File: config.mk
export PLATFORM = sky130hd
export DESIGN_NAME = gpio_edge_ctrl
export DESIGN_NICKNAME = d
export VERILOG_FILES = /design/src/rtl/gpio_edge_pkg.sv /design/src/rtl/gpio_sync.sv /design/src/rtl/gpio_bank.sv /design/src/rtl/gpio_edge_ctrl.sv
export SDC_FILE = /design/constraint.sdc
export NUM_CORES = 1
export LEC_CHECK = 0
export BUFFER_PORTS_ARGS = -buffer_cell sky130_fd_sc_hd__buf_2
export CORE_ASPECT_RATIO = 0.5
export CORE_MARGIN = 2
export CORE_UTILIZATION = 25
export CTS_BUF_LIST = sky130_fd_sc_hd__clkbuf_16
export CTS_CLUSTER_DIAMETER = 50
export DETAILED_ROUTE_END_ITERATION = 10
export SYNTH_ARGS = -nofsm -noshare
export SYNTH_HDL_FRONTEND = slang
export SYNTH_HIERARCHICAL = 1
export SYNTH_SLANG_ARGS = --single-unit
File: constraint.sdc
create_clock -name clk_i -period 3.2 [get_ports clk_i]
set_clock_uncertainty 0.1 [all_clocks]
set_input_delay 0.48 -clock clk_i [delete_from_list [all_inputs] [get_ports clk_i]]
set_output_delay 0.48 -clock clk_i [all_outputs]
set_load 0.02 [all_outputs]
File: src/rtl/gpio_edge_pkg.sv
package gpio_edge_pkg;
  // bank-relative register offsets
  localparam logic [5:0] OFF_DIR      = 6'h00;
  localparam logic [5:0] OFF_OUT      = 6'h04;
  localparam logic [5:0] OFF_OUT_SET  = 6'h08;
  localparam logic [5:0] OFF_OUT_CLR  = 6'h0C;
  localparam logic [5:0] OFF_IN       = 6'h10;
  localparam logic [5:0] OFF_RISE_SET = 6'h14;
  localparam logic [5:0] OFF_RISE_CLR = 6'h18;
  localparam logic [5:0] OFF_FALL_SET = 6'h1C;
  localparam logic [5:0] OFF_FALL_CLR = 6'h20;
  localparam logic [5:0] OFF_STAT     = 6'h24;

  localparam int unsigned BANK_BASE   = 'h10;
  localparam int unsigned BANK_STRIDE = 'h28;
  localparam int unsigned GRP_EN_ADDR = 'h08;
endpackage

File: src/rtl/gpio_sync.sv
module gpio_sync #(
  parameter int unsigned W      = 32,
  parameter int unsigned STAGES = 2
) (
  input  logic         clk_i,
  input  logic         rst_ni,
  input  logic [W-1:0] d_i,
  output logic [W-1:0] q_o
);
  logic [W-1:0] stage_q [STAGES];

  for (genvar s = 0; s < STAGES; s++) begin : g_stage
    always_ff @(posedge clk_i or negedge rst_ni) begin
      if (!rst_ni) begin
        stage_q[s] <= '0;
      end else begin
        if (s == 0) begin
          stage_q[s] <= d_i;
        end else begin
          stage_q[s] <= stage_q[(s == 0) ? 0 : s-1];
        end
      end
    end
  end

  assign q_o = stage_q[STAGES-1];
endmodule

File: src/rtl/gpio_bank.sv
module gpio_bank
  import gpio_edge_pkg::*;
#(
  parameter int unsigned BANK_W     = 32,
  parameter int unsigned GRP_W      = 16,
  parameter int unsigned SYNC_DEPTH = 2,
  localparam int unsigned GRPS      = BANK_W / GRP_W
) (
  input  logic              clk_i,
  input  logic              rst_ni,
  input  logic              wr_i,
  input  logic [5:0]        off_i,
  input  logic [BANK_W-1:0] wdata_i,
  output logic [BANK_W-1:0] rdata_o,
  input  logic [BANK_W-1:0] pin_i,
  output logic [BANK_W-1:0] pin_o,
  output logic [BANK_W-1:0] pin_oe_o,
  output logic [GRPS-1:0]   grp_pend_o
);
  logic [BANK_W-1:0] dir_q, out_q, rise_en_q, fall_en_q, stat_q, stat_d;
  logic [BANK_W-1:0] in_sync, in_prev_q, edge_hit, stat_clr;

  gpio_sync #(.W(BANK_W), .STAGES(SYNC_DEPTH)) i_sync (
    .clk_i (clk_i),
    .rst_ni(rst_ni),
    .d_i   (pin_i),
    .q_o   (in_sync)
  );

  always_ff @(posedge clk_i or negedge rst_ni) begin
    if (!rst_ni) in_prev_q <= '0;
    else         in_prev_q <= in_sync;
  end

  assign edge_hit = (in_sync & ~in_prev_q & rise_en_q) |
                    (~in_sync & in_prev_q & fall_en_q);

  always_ff @(posedge clk_i or negedge rst_ni) begin
    if (!rst_ni) begin
      dir_q     <= '1;
      out_q     <= '0;
      rise_en_q <= '0;
      fall_en_q <= '0;
    end else if (wr_i) begin
      case (off_i)
        OFF_DIR:      dir_q     <= wdata_i;
        OFF_OUT:      out_q     <= wdata_i;
        OFF_OUT_SET:  out_q     <= out_q | wdata_i;
        OFF_OUT_CLR:  out_q     <= out_q & ~wdata_i;
        OFF_RISE_SET: rise_en_q <= rise_en_q | wdata_i;
        OFF_RISE_CLR: rise_en_q <= rise_en_q & ~wdata_i;
        OFF_FALL_SET: fall_en_q <= fall_en_q | wdata_i;
        OFF_FALL_CLR: fall_en_q <= fall_en_q & ~wdata_i;
        default: ;
      endcase
    end
  end

  // new edges win over a simultaneous clear
  assign stat_clr = (wr_i && off_i == OFF_STAT) ? wdata_i : '0;
  assign stat_d   = (stat_q & ~stat_clr) | edge_hit;

  always_ff @(posedge clk_i or negedge rst_ni) begin
    if (!rst_ni) stat_q <= '0;
    else         stat_q <= stat_d;
  end

  always_comb begin
    case (off_i)
      OFF_DIR:                   rdata_o = dir_q;
      OFF_OUT, OFF_OUT_SET,
      OFF_OUT_CLR:               rdata_o = out_q;
      OFF_IN:                    rdata_o = in_sync;
      OFF_RISE_SET, OFF_RISE_CLR: rdata_o = rise_en_q;
      OFF_FALL_SET, OFF_FALL_CLR: rdata_o = fall_en_q;
      OFF_STAT:                  rdata_o = stat_q;
      default:                   rdata_o = '0;
    endcase
  end

  for (genvar g = 0; g < GRPS; g++) begin : g_grp
    assign grp_pend_o[g] = |stat_q[g*GRP_W +: GRP_W];
  end

  assign pin_o    = out_q;
  assign pin_oe_o = ~dir_q;

  p_set_r3: assert property (@(posedge clk_i) disable iff (!rst_ni)
    (wr_i && off_i == OFF_OUT_SET) |=> ((pin_o & $past(wdata_i)) == $past(wdata_i)));

  p_clr_r3: assert property (@(posedge clk_i) disable iff (!rst_ni)
    (wr_i && off_i == OFF_OUT_CLR) |=> ((pin_o & $past(wdata_i)) == '0));

  p_sticky_r7: assert property (@(posedge clk_i) disable iff (!rst_ni)
    !(wr_i && off_i == OFF_STAT) |=> ((stat_q & $past(stat_q)) == $past(stat_q)));

  p_w1c_r8: assert property (@(posedge clk_i) disable iff (!rst_ni)
    (wr_i && off_i == OFF_STAT && edge_hit == '0) |=> ((stat_q & $past(wdata_i)) == '0));

  p_edge_wins_r8: assert property (@(posedge clk_i) disable iff (!rst_ni)
    (edge_hit != '0) |=> ((stat_q & $past(edge_hit)) == $past(edge_hit)));
endmodule

File: src/rtl/gpio_edge_ctrl.sv
module gpio_edge_ctrl
  import gpio_edge_pkg::*;
#(
  parameter int unsigned NUM_BANKS = 2,
  parameter int unsigned ADDR_W    = 8,
  parameter int unsigned BANK_W    = 32,
  parameter int unsigned GRP_W     = 16,
  localparam int unsigned GPB      = BANK_W / GRP_W,
  localparam int unsigned NUM_PINS = NUM_BANKS * BANK_W,
  localparam int unsigned NUM_GRPS = NUM_BANKS * GPB
) (
  input  logic                clk_i,
  input  logic                rst_ni,
  input  logic                bus_req_i,
  input  logic                bus_we_i,
  input  logic [ADDR_W-1:0]   bus_addr_i,
  input  logic [BANK_W-1:0]   bus_wdata_i,
  output logic [BANK_W-1:0]   bus_rdata_o,
  input  logic [NUM_PINS-1:0] pin_i,
  output logic [NUM_PINS-1:0] pin_o,
  output logic [NUM_PINS-1:0] pin_oe_o,
  output logic [NUM_GRPS-1:0] irq_o
);
  logic [NUM_BANKS-1:0] bank_hit;
  logic [BANK_W-1:0]    bank_rd [NUM_BANKS];
  logic [NUM_GRPS-1:0]  pend_all, grp_en_q;
  logic [BANK_W-1:0]    rdata_d, rdata_q;
  logic                 ge_hit, rd_req;

  assign ge_hit = (bus_addr_i == ADDR_W'(GRP_EN_ADDR));
  assign rd_req = bus_req_i && !bus_we_i;

  for (genvar b = 0; b < NUM_BANKS; b++) begin : g_bank
    localparam logic [ADDR_W-1:0] BASE = ADDR_W'(BANK_BASE + b * BANK_STRIDE);
    logic [ADDR_W-1:0] loc;
    logic [GPB-1:0]    pend;

    assign loc         = bus_addr_i - BASE;
    assign bank_hit[b] = (bus_addr_i >= BASE) && (loc < ADDR_W'(BANK_STRIDE));

    gpio_bank #(.BANK_W(BANK_W), .GRP_W(GRP_W)) i_bank (
      .clk_i     (clk_i),
      .rst_ni    (rst_ni),
      .wr_i      (bus_req_i && bus_we_i && bank_hit[b]),
      .off_i     (loc[5:0]),
      .wdata_i   (bus_wdata_i),
      .rdata_o   (bank_rd[b]),
      .pin_i     (pin_i[b*BANK_W +: BANK_W]),
      .pin_o     (pin_o[b*BANK_W +: BANK_W]),
      .pin_oe_o  (pin_oe_o[b*BANK_W +: BANK_W]),
      .grp_pend_o(pend)
    );

    assign pend_all[b*GPB +: GPB] = pend;
  end

  always_ff @(posedge clk_i or negedge rst_ni) begin
    if (!rst_ni)                           grp_en_q <= '0;
    else if (bus_req_i && bus_we_i && ge_hit) grp_en_q <= bus_wdata_i[NUM_GRPS-1:0];
  end

  always_comb begin
    rdata_d = ge_hit ? BANK_W'(grp_en_q) : '0;
    for (int b = 0; b < NUM_BANKS; b++) begin
      if (bank_hit[b]) rdata_d = rdata_d | bank_rd[b];
    end
  end

  always_ff @(posedge clk_i or negedge rst_ni) begin
    if (!rst_ni)     rdata_q <= '0;
    else if (rd_req) rdata_q <= rdata_d;
  end

  assign bus_rdata_o = rdata_q;
  assign irq_o       = pend_all & grp_en_q;

  p_rd_hold_r11: assert property (@(posedge clk_i) disable iff (!rst_ni)
    !rd_req |=> $stable(bus_rdata_o));

  p_unmapped_r10: assert property (@(posedge clk_i) disable iff (!rst_ni)
    (rd_req && !ge_hit && bank_hit == '0) |=> (bus_rdata_o == '0));

  p_onehot_hit_r10: assert property (@(posedge clk_i) disable iff (!rst_ni)
    $onehot0({ge_hit, bank_hit}));
endmodule

Yosys cells after proc, flatten, opt, wreduce, memory -nomap -nowiden
Cells that the tools add are included.
{ "classes": {"add_sub_neg": 2, "order_cmp": 4, "n_eq_ne": 19, "n_mux": 13, "n_bitwise": 38, "n_reduce_logical": 36} }
{ "op_table": {"columns": ["cell", "n"], "rows": [
  ["32-bit bitwise AND", 16],
  ["32-bit one-hot mux with 6 select lines", 2],
  ["32-bit bitwise OR", 11],
  ["32-bit inverter", 9],
  ["32-bit one-hot mux with 2 select lines", 4],
  ["32-bit one-hot mux with 3 select lines", 2],
  ["32-bit two-way mux", 4],
  ["16-bit OR reduction", 4],
  ["6-bit by 5-bit equality test with 1-bit output, second input constant", 8],
  ["4-bit by 32-bit bitwise OR with 32-bit output", 1],
  ["6-bit by 4-bit equality test with 1-bit output, second input constant", 4],
  ["6-bit equality test, second input constant", 4],
  ["8-bit by 6-bit less-than comparator with 1-bit output, second input constant", 2],
  ["2-bit AND reduction", 8],
  ["6-bit by 3-bit equality test with 1-bit output, second input constant", 2],
  ["6-bit logical NOT", 2],
  ["1-bit logical AND", 9],
  ["8-bit by 4-bit equality test with 1-bit output, second input constant", 1],
  ["8-bit by 5-bit greater-or-equal comparator with 1-bit output, second input constant", 1],
  ["8-bit by 6-bit greater-or-equal comparator with 1-bit output, second input constant", 1],
  ["2-bit nonzero test", 4],
  ["2-bit OR reduction", 4],
  ["8-bit by 5-bit subtractor with 8-bit output, second input constant", 1],
  ["8-bit by 6-bit subtractor with 8-bit output, second input constant", 1],
  ["5 further kinds", 7]
]} }
{ "totals": {"regBits": 548, "inputBits": 108, "word_cells": 130} }

Logic depth before layout (Yosys ltp)
Gate-level depths: netlist of run 1.
{ "logic_depth": {"word_depth": 9, "ltp_mapped": 13, "ltp_nobuf": 10} }

Modules after synthesis
The synthesis of run 1 kept the hierarchy.
{ "modules_own_cells": {"columns": ["module", "n_inst", "cells_each", "area_per_inst_um2", "seq_area_each_um2"], "rows": [
  ["gpio_bank at g_bank[1].i_bank", 1, 906, 9795.6, 4844.6],
  ["gpio_bank at g_bank[0].i_bank", 1, 886, 9599.2, 4844.6],
  ["gpio_sync", 2, 96, 1841.8, 1601.5],
  ["gpio_edge_ctrl", 1, 191, 1891.8, 900.9]
]} }

Least setup slack after synthesis of run 1
Ideal clock, no wire load.
{ "synth_path": {"path_kind": "in2reg", "start": "in bus_addr_i[3]", "end": "reg (tool-made name)", "setup_time_ps": 125, "t_arrival_ps": 2958, "required_ps": 2975, "slack_ps": 18, "stages": 13, "path_buffers": 3, "path_cell_list": "inv_2 -> ha_1 -> inv_1 -> or3_4 -> a221oi_2 -> a22oi_2 -> buf_6 -> nor2_1 -> clkbuf_1 -> buf_1 -> nand2_1 -> nor2_1 -> mux2_2"} }
{ "synth_lines": {"columns": ["item", "line", "text"], "rows": [
  ["start, declared", "gpio_edge_ctrl.sv:16", "input logic [ADDR_W-1:0] bus_addr_i,"]
]} }

Final worst setup path of run 1
{ "layout_path": {"start": "reg g_bank[1].i_bank.stat_q[26]", "end": "out irq_o[3]"} }
{ "layout_via": {"elab_chain_cells": 2} }
{ "layout_lines": {"columns": ["item", "line", "text"], "rows": [
  ["start, declared", "gpio_bank.sv:20", "logic [BANK_W-1:0] dir_q, out_q, rise_en_q, fall_en_q, stat_q, stat_d;"],
  ["start signal, assigned", "gpio_bank.sv:65", "else stat_q <= stat_d;"],
  ["16-bit OR reduction", "gpio_bank.sv:82", "assign grp_pend_o[g] = |stat_q[g*GRP_W +: GRP_W];"],
  ["named net g_bank[1].pend[1]", "gpio_edge_ctrl.sv:36", "logic [GPB-1:0] pend;"],
  ["4-bit bitwise AND", "gpio_edge_ctrl.sv:75", "assign irq_o = pend_all & grp_en_q;"],
  ["end, declared", "gpio_edge_ctrl.sv:22", "output logic [NUM_GRPS-1:0] irq_o"]
]} }
The timed path passes the listed nets, and every way through them passes these cells.

==> flow_summary.toml, run 1 <==
[timing]
tns_ns = 0
worst_pin_slew_ns = 0.671
maxSlewViolCount = 0
rsz0062_at_grt = "no"
setup_violations = 0
max_freq_mhz = 351
whs_ns = 0.194
slew_headroom_pct = 54.8
timing_hold_violations_final = 0
fin_crit_ns = 2.85
period_share_pct = 88.9

[floorplan]
initial_core_util_pct = 25.4
die-area_um2 = 103000
coreArea_um2 = 98300
boundaryPins = 272
die_h_um = 227
rows = 81
die_w_um = 451

[run_status]
status = "finished, final reports clean"

[synthesis]
ys_async_sr_fraction_pct = 100
synth_top_flop_cell = "dfrtp_1"
synth_top_area_share_pct = 48.5
synth_seq_cells = 548
postSynthCellCount = 2175
synth.area.top_cells = "dfrtp_1, mux2_2, dfstp_2"
syn_area_per_cell_um2 = 11.5
ys_seq_area_share_pct = 55.2
netlist_area_um2 = 25000
ys_warn_count = 6
syn_nets = 2288
synth_edf_count = 0
synth_top_area_cell = "dfrtp_1"
synth_cell_types = 55

[global_route]
grt_use_total_pct = 15.2
grt_first_pass_wirelength_um = 120000
grt_pass1_vias = 18600
grt_max_degree = 80
antenna_found_initial = 15
overflow = 0

[power_and_ir_drop]
ir_drop_uv = 402
leakage_nw = 12.7
powerDensity_nw_per_um2 = 515

[hold_path]
hp-start = "bus_we_i"
hold_end = "bus_rdata_o[12]$_DFFE_PN0P_"
hold_depth = 4
holdCritPathClass = "input pin to flip-flop"

[critical_path]
reg2reg_from = "g_bank[0].i_bank/pin_o[1]$_DFFE_PN0P_"
r2r_cells = 5
timing.rr.end = "bus_rdata_o[1]$_DFFE_PN0P_"
cp_data_required_time_ns = 2.62
r2r_slack_ns = 1.31
cp_max_fo = 3
cp.arrival_ns = 2.27
startpoint_type = "flip-flop"
endpoint_kind = "output pin"
crit_type = "flip-flop to output pin"

[routing]
drc = 0
met2_length_um = 38600
num_vias = 19000
totalWireLength_um = 81000
wl_per_cell_um = 21.1
first_pass_iters = 6
drtAntennaViolNets = 0
top_layer = "met5"
drt_iter0_drc = 1828
wl_met1_um = 34600
vias_per_cell = 4.96
route.met3.wl_um = 4630

[cts]
cts_resized = 0
post_cts_buffers = 0
cts_tree = "built"
clock_latency_ns = 0.62
path_clk_slew_ns = 0.06
clockBufferDepth = 3
cts_sinks = 548
cts_buffers = 60
htree_levels = 2
cts_root_buffer = "clkbuf_16"

[layout]
drive_gt1_share_pct = 32.5
final_area_um2 = 30500
area_delta_synth_final_pct = 22.0
final_nets = 2560
layout_commonest_cell = "dfrtp_1"
fillers = 9980
mostFrequentLayoutCells = "dfrtp_1, buf_2, mux2_2"

[flow_run]
drv_cap = 0

[place]
place_congestion = 0.864
io_buffers = 271
dpl_cell_area_um2 = 27800
dpl.hpwl_um = 55000
[synthesized netlist by cell type, types with 5 or more instances]
library cell,count
nand2_1,217
nand3_1,109
and2_1,5
nand3_2,12
dfstp_2,64
dfrtp_1,484
buf_1,13
a32oi_1,10
buf_2,12
nand3b_1,89
o211ai_1,64
buf_4,67
clkbuf_1,107
mux2_2,226
mux2i_1,44
mux2_4,32
inv_1,69
a31oi_1,21
ha_1,5
a222oi_1,30
o21ai_0,178
nor4_1,17
a22oi_1,86
o21ai_1,15
nor2_1,63
buf_6,10
o21ai_2,10
a22o_1,64
[logic make-up (layout without fill, tap and decap cells)]
logic type | after synthesis | in the layout | synth area share [%]
buffers and inverters | 279 | 601 | 5.56
DFF | 548 | 548 | 55.2
AOI/OAI and AO/OA | 491 | 491 | 13.6
adders and majority gates | 6 | 6 | 0.291
muxes | 304 | 304 | 14.0
xor gates and xnor gates | 3 | 3 | 0.105
and+or+nand+nor | 544 | 544 | 11.2
other | 0 | 7 | 0
[metal layers]
| metal | GRT usage [%] | up-vias |
|---|---|---|
| met4 | 6.85 | 2 |
| met2 | 24.9 | 680 |
| li1 | - | 8420 |
| met1 | 20.1 | 9750 |
| met3 | 2.05 | 161 |
| met5 | 0 | - |
[area by class of cell]
class | count | area [um2] | area share (%)
inverters | 70 | 263 | 0.862
clock inverters | 51 | 442 | 1.45
repair buffers | 419 | 2890 | 9.50
multi-input cells | 1348 | 9870 | 32.4
clock buffers | 61 | 1530 | 5.01
diodes | 7 | 17.5 | 0.0575
flip-flops and latches | 548 | 13800 | 45.3
well taps | 1328 | 1660 | 5.45
[through the flow]
stage	cells	power [mW]	setup WS, ns	util (%)
floorplan	2175	8.13	0.0177	-
global placement	3648	8.77	0.106	28.3
detailed placement	3648	8.80	0.0546	28.3
CTS	3825	15.8	0.310	31.0
global route	3831	16.2	0.293	31.0
finish	3832	15.7	0.354	31.0
[worst max-delay path by stage]
stage | from | end | slack (ns) | cells past startpoint
finish | g_bank[1].i_bank/stat_q[26]$_DFF_PN0_ | irq_o[3] | 0.35 | 4
global route | g_bank[1].i_bank/stat_q[30]$_DFF_PN0_ | irq_o[3] | 0.29 | 4
global placement | bus_addr_i[3] | g_bank[1].i_bank/pin_o[13]$_DFFE_PN0P_ | 0.11 | 12
detailed placement | bus_addr_i[3] | flip-flop | 0.05 | 12
floorplan | bus_addr_i[3] | flip-flop | 0.02 | 13
CTS | g_bank[0].i_bank/stat_q[17]$_DFF_PN0_ | irq_o[1] | 0.31 | 4
[worst max-delay path: stages, from the launching register on]
cell     delay [ns]
dfrtp_1        0.44
nor4_1         0.42
nand4_1        0.31
and2_1         0.30
buf_2          0.17
[where the power goes]
group | internal (mW) | total (mW) | switching, mW
Clock | 4.02 | 6.93 | 2.91
Sequential | 7.23 | 7.47 | 0.238
Combinational | 0.476 | 1.27 | 0.798
[what timing repair did]
action,4_1_cts,5_1_grt
endpoints found under the hold margin,120,0
endpoints found under the setup margin,0,0
hold buffers,65,0
Power figures use the tool's default switching activity.
==> run 2, diff against run 1 <==
ABC_AREA = 1   (was not set)
SETUP_SLACK_MARGIN = 0.5   (was not set)
==> run 2 against run 1 <==
  * Count of clock-buffer cells in the layout up 11
  * Synthesized cell count increased by 56%
  * Fmax grew 9.5%
  * First-iteration DRC count is 8.6% higher
  * Worst setup slack better by 0.25 ns
  * Critical path type unchanged
  * Critical endpoint is now irq_o[0]
==> flow_summary.toml, run 2 <==
[critical_path]
r2r_cells = 8
reg2reg_from = "g_bank[1].i_bank/dir_q[13]$_DFFE_PN1P_"
path_cells = "nor4_2 > nand3b_1 > nand2_1 > inv_1 > buf_2"
timing.rr.end = "bus_rdata_o[13]$_DFFE_PN0P_"
cp_max_fo = 3
crit_type = "flip-flop to output pin"
cp.arrival_ns = 2.02
cp_data_required_time_ns = 2.62
cp_slowest_cell = "nor4_2"
startpoint_type = "flip-flop"
endpoint_kind = "output pin"
r2r_slack_ns = 1.72
cpPeakStageDelay_ns = 0.45

[floorplan]
coreArea_um2 = 105000
boundaryPins = 272
die-area_um2 = 108000
die_w_um = 464
die_h_um = 234
rows = 84
initial_core_util_pct = 25.2

[synthesis]
postSynthCellCount = 3399
synth_cell_types = 36
ys_seq_area_share_pct = 52.2
synth.area.top_cells = "dfrtp_1, nand2_1, dfstp_2"
synth_seq_cells = 548
syn_area_per_cell_um2 = 7.77
synth_edf_count = 0
synth_top_flop_cell = "dfrtp_1"
netlist_area_um2 = 26400
ys_async_sr_fraction_pct = 100
yosys.cell_count.top_type = "nand2_1"
ys_warn_count = 6
synth_top_area_share_pct = 45.8
syn_nets = 3512
synth_top_area_cell = "dfrtp_1"
ys_top_cells_by_count = "nand2_1, dfrtp_1, nor2_1"

[global_route]
grt_use_total_pct = 16.5
grt_max_degree = 94
grt_pass1_vias = 24000
grt_first_pass_wirelength_um = 140000
antenna_found_initial = 11
overflow = 0

[timing]
period_share_pct = 81.2
maxSlewViolCount = 0
worst_pin_slew_ns = 0.777
rsz0062_at_grt = "yes"
slew_headroom_pct = 48.2
setup_violations = 0
timing_hold_violations_final = 0
fin_crit_ns = 2.60
whs_ns = 0.179
tns_ns = 0
max_freq_mhz = 385

[hold_path]
hold_depth = 3
holdCritPathClass = "input pin to flip-flop"
hold_end = "grp_en_q[2]$_DFFE_PN0P_"
hp-start = "bus_wdata_i[2]"

[layout]
final_nets = 3761
mostFrequentLayoutCells = "nand2_1, dfrtp_1, nor2_1"
regArea_um2 = 13800
multi_input_comb_area_um2 = 10300
drive_gt1_share_pct = 16.0
fillers = 11100
area_delta_synth_final_pct = 22.7
layout_commonest_cell = "nand2_1"
final_cells = 5131

[routing]
drc = 0
first_pass_iters = 5
drtAntennaViolNets = 0
wl_per_cell_um = 17.8
totalWireLength_um = 91500
vias_per_cell = 4.67
num_vias = 24000
drt_iter0_drc = 1986

[power_and_ir_drop]
ir_drop_uv = 355
leakage_nw = 15.1
powerDensity_nw_per_um2 = 533

[flow_run]
drv_cap = 0

[cts]
cts_sinks = 548
cts_buffers = 69
path_clk_slew_ns = 0.06
clockBufferDepth = 3
htree_levels = 3
cts_tree = "built"
clock_latency_ns = 0.62
cts_root_buffer = "clkbuf_16"

[run_status]
status = "finished, final reports clean"

[place]
place_congestion = 0.887
dpl.cell_count = 4931
io_buffers = 271
dpl.hpwl_um = 63900
## run 2: metal layers
layer	share of wire, %	vias to the layer above	GRT usage (%)
met5	0.060	-	0
met4	7.1	8	11.4
met3	4.5	283	2.25
met2	50	787	29.1
met1	38	11600	18.6
li1	-	11300	-
## run 2: final cells by class
class	count	area share [%]
Sequential cell	548	42.5
Clock buffer	72	5.56
Multi-Input combinational cell	2311	31.7
Inverter	299	3.46
Tap cell	1419	5.47
Antenna cell	7	0.0540
Timing Repair Buffer	419	9.11
Clock inverter	56	2.14
## run 2: what timing repair did
| action | CTS | global route |
|---|---|---|
| endpoints found under the setup margin | 4 | 2 |
| pin swaps | 0 | 0 |
| hold buffers | 65 | 0 |
| endpoints found under the hold margin | 123 | 0 |
| setup buffers | 0 | 0 |
| resized for setup | 5 | 3 |
## run 2: worst max-delay path by stage
| stage | from | to |
|---|---|---|
| finish | g_bank[0].i_bank/stat_q[15]$_DFF_PN0_ | irq_o[0] |
| global route | g_bank[1].i_bank/stat_q[17]$_DFF_PN0_ | irq_o[3] |
| CTS | g_bank[1].i_bank/stat_q[17]$_DFF_PN0_ | irq_o[3] |
| detailed placement | bus_addr_i[3] | bus_rdata_o[17]$_DFFE_PN0P_ |
| global placement | bus_addr_i[3] | bus_rdata_o[17]$_DFFE_PN0P_ |
| floorplan | bus_addr_i[4] | flip-flop |
## run 2: through the flow
step / setup slack, ns / utilization, % / total power, mW / area [um2]
4_1_cts: 0.507 / 30.9 / 17.4 / 32400
3_5_place_dp: 0.174 / 27.9 / 8.86 / 29200
3_3_place_gp: 0.230 / 27.9 / 8.83 / 29200
2_1_floorplan: 0.760 / - / 8.17 / 26400
5_1_grt: 0.487 / 30.9 / 17.9 / 32400
6_report: 0.600 / 30.9 / 17.3 / 32400
## run 2: kinds of logic (layout without fill, tap and decap cells)
kind of cell	after synthesis	after routing	synth area share, %
compound gates	264	264	5.59
fa+ha+maj	5	5	0.237
buf+inv	540	846	9.24
flops	548	548	52.2
other cells	0	7	0
simple gates	2042	2042	32.7
## run 2: worst max-delay path, delay by kind of cell (launching register included)
kind	cells	cell delay, ns
buffers and inverters	2	0.23
flip-flops	1	0.42
AND/OR/NAND/NOR	3	0.76
## run 2: power by group
part           switching (mW)  internal, mW
Combinational           0.940         0.373
Clock                    3.21          5.27
Sequential              0.251          7.24
Total                    4.40          12.9
==> run 3, diff against run 2 <==
ABC_AREA = 0   (was 1)
clock period = 2.5 ns   (was 3.2 ns; I/O delays follow)
==> run 3 against run 2 <==
  * The run now ends with negative setup slack left
  * Via count fell by 14%
  * Register-to-register slack got worse by 1.1 ns
  * Critical path depth did not move
  * Global-route usage rose by 0.11 points
  * Worst hold slack got worse by 0.023 ns
  * Sequential share of layout area fell by 4.7 points
  * Count of clock-buffer cells in the layout fell by 12
  * Design area rose by 12%
  * Critical path type unchanged
  * Critical endpoint is now irq_o[3]
==> flow_summary.toml, run 3 (synthesized netlist as in run 1, its figures left out) <==
[run_status]
status = "finished, violations left"
violations = "negative setup slack"

[power_and_ir_drop]
powerDensity_nw_per_um2 = 581
ir_drop_uv = 633
fin_total_pwr_mw = 21.2
leakage_nw = 15.2

[critical_path]
crit_start = "g_bank[1].i_bank/stat_q[19]$_DFF_PN0_"
cp_max_fo = 2
crit_type = "flip-flop to output pin"
reg2reg_from = "g_bank[0].i_bank/pin_o[1]$_DFFE_PN0P_"
cp_data_required_time_ns = 2.03
startpoint_type = "flip-flop"
endpoint_kind = "output pin"
cp.arrival_ns = 2.13

[timing]
timing_hold_violations_final = 0
max_freq_mhz = 384
setup_violations = 1
whs_ns = 0.156
period_share_pct = 104
slew_headroom_pct = 55.7
fin_crit_ns = 2.60
maxSlewViolCount = 0
layout_setup_ws_ns = -0.102
rsz0062_at_grt = "yes"
worst_pin_slew_ns = 0.665

[global_route]
grt_pass1_vias = 20900
grt_first_pass_wirelength_um = 131000
grt_use_total_pct = 16.6
overflow = 0
grt_max_degree = 68
antenna_found_initial = 5

[cts]
cts_tree = "built"
cts_buffers = 59
clockBufferDepth = 3
htree_levels = 2
path_clk_slew_ns = 0.06
clock_latency_ns = 0.62
cts_root_buffer = "clkbuf_16"
cts_sinks = 548

[floorplan]
die-area_um2 = 103000
die_w_um = 451
boundaryPins = 272
coreArea_um2 = 98300
die_h_um = 227
initial_core_util_pct = 25.4
rows = 81

[layout]
fillers = 9321
multi_input_comb_area_um2 = 12500
final_nets = 2764
final_area_um2 = 36400
regArea_um2 = 13800
area_delta_synth_final_pct = 45.9
layout_commonest_cell = "dfrtp_1"
drive_gt1_share_pct = 50.2
utilization_pct = 37.1
mostFrequentLayoutCells = "dfrtp_1, buf_2, mux2_2"

[routing]
drc = 0
wl_per_cell_um = 22.9
drtAntennaViolNets = 0
totalWireLength_um = 92300
vias_per_cell = 5.10
first_pass_iters = 6
drt_iter0_drc = 1670
num_vias = 20600

[place]
dpl.hpwl_um = 58200
dp_slack_ns = -0.471
place_congestion = 0.901
io_buffers = 271
dpl_cell_area_um2 = 29100

[flow_run]
drv_cap = 0

[hold_path]
holdCritPathClass = "input pin to flip-flop"
hp-start = "bus_wdata_i[11]"
run 3: worst max-delay path: stages, from the launching register on:
cell and delay, ns:
dfrtp_1 0.40, nor4_2 0.28, buf_4 0.17, nand4_1 0.25, and2_4 0.27, buf_6 0.13
run 3: worst paths after layout:
check / end / slack [ns] / depth (start not counted)
worst max register to register: bus_rdata_o[1]$_DFFE_PN0P_ / 0.66 / 5
max in group asynchronous: g_bank[1].i_bank/dir_q[5]$_DFFE_PN1P_ / 1.20 / 3
worst min register to register: g_bank[1].i_bank/i_sync/q_o[26]$_DFF_PN0_ / 0.24 / 0
worst min-delay path: g_bank[0].i_bank/stat_q[11]$_DFF_PN0_ / 0.16 / 4
min in group asynchronous: g_bank[0].i_bank/pin_o[31]$_DFFE_PN0P_ / 0.24 / 2
worst max-delay path: irq_o[3] / -0.10 / 5
run 3: cell type report:
class / instances / share of cell area (%)
timing repair buffer: 624 / 16.7
clock inverter: 52 / 1.59
tap: 1328 / 4.56
multi-input combinational: 1348 / 34.3
clock buffer: 60 / 4.12
antenna: 5 / 0.0343
sequential: 548 / 37.9
inverter: 70 / 0.780
run 3: metrics by stage:
stage | std cells | setup TNS [ns]
after floorplan | 2175 | -7.41
after global placement | 3729 | -78.52
after detailed placement | 3729 | -86.97
after CTS | 3991 | -0.138
after global routing | 4035 | -0.187
final | 4035 | -0.102
run 3: timing repair:
item                       4_1_cts  5_1_grt
hold buffers                    65        0
gates cloned                    25       17
hold endpoints to repair       109        0
pin swaps                      118      162
resized for setup              446      301
setup endpoints to repair      257      352
buffers inserted                60       22
run 3: layer usage:
layer | wire, um | up-vias | track usage, %
met2 | 45200 | 727 | 28.8
met3 | 4530 | 245 | 1.82
met5 | 13 | - | 0
met1 | 36000 | 10700 | 19.8
met4 | 6610 | 2 | 10.7
li1 | - | 8875 | -
run 3: where the power goes:
group / internal, mW / switching [mW] / leakage (nW)
combinational: 0.906 / 1.26 / 7.52
clock: 5.61 / 3.81 / 1.03
sequential: 9.26 / 0.323 / 6.62
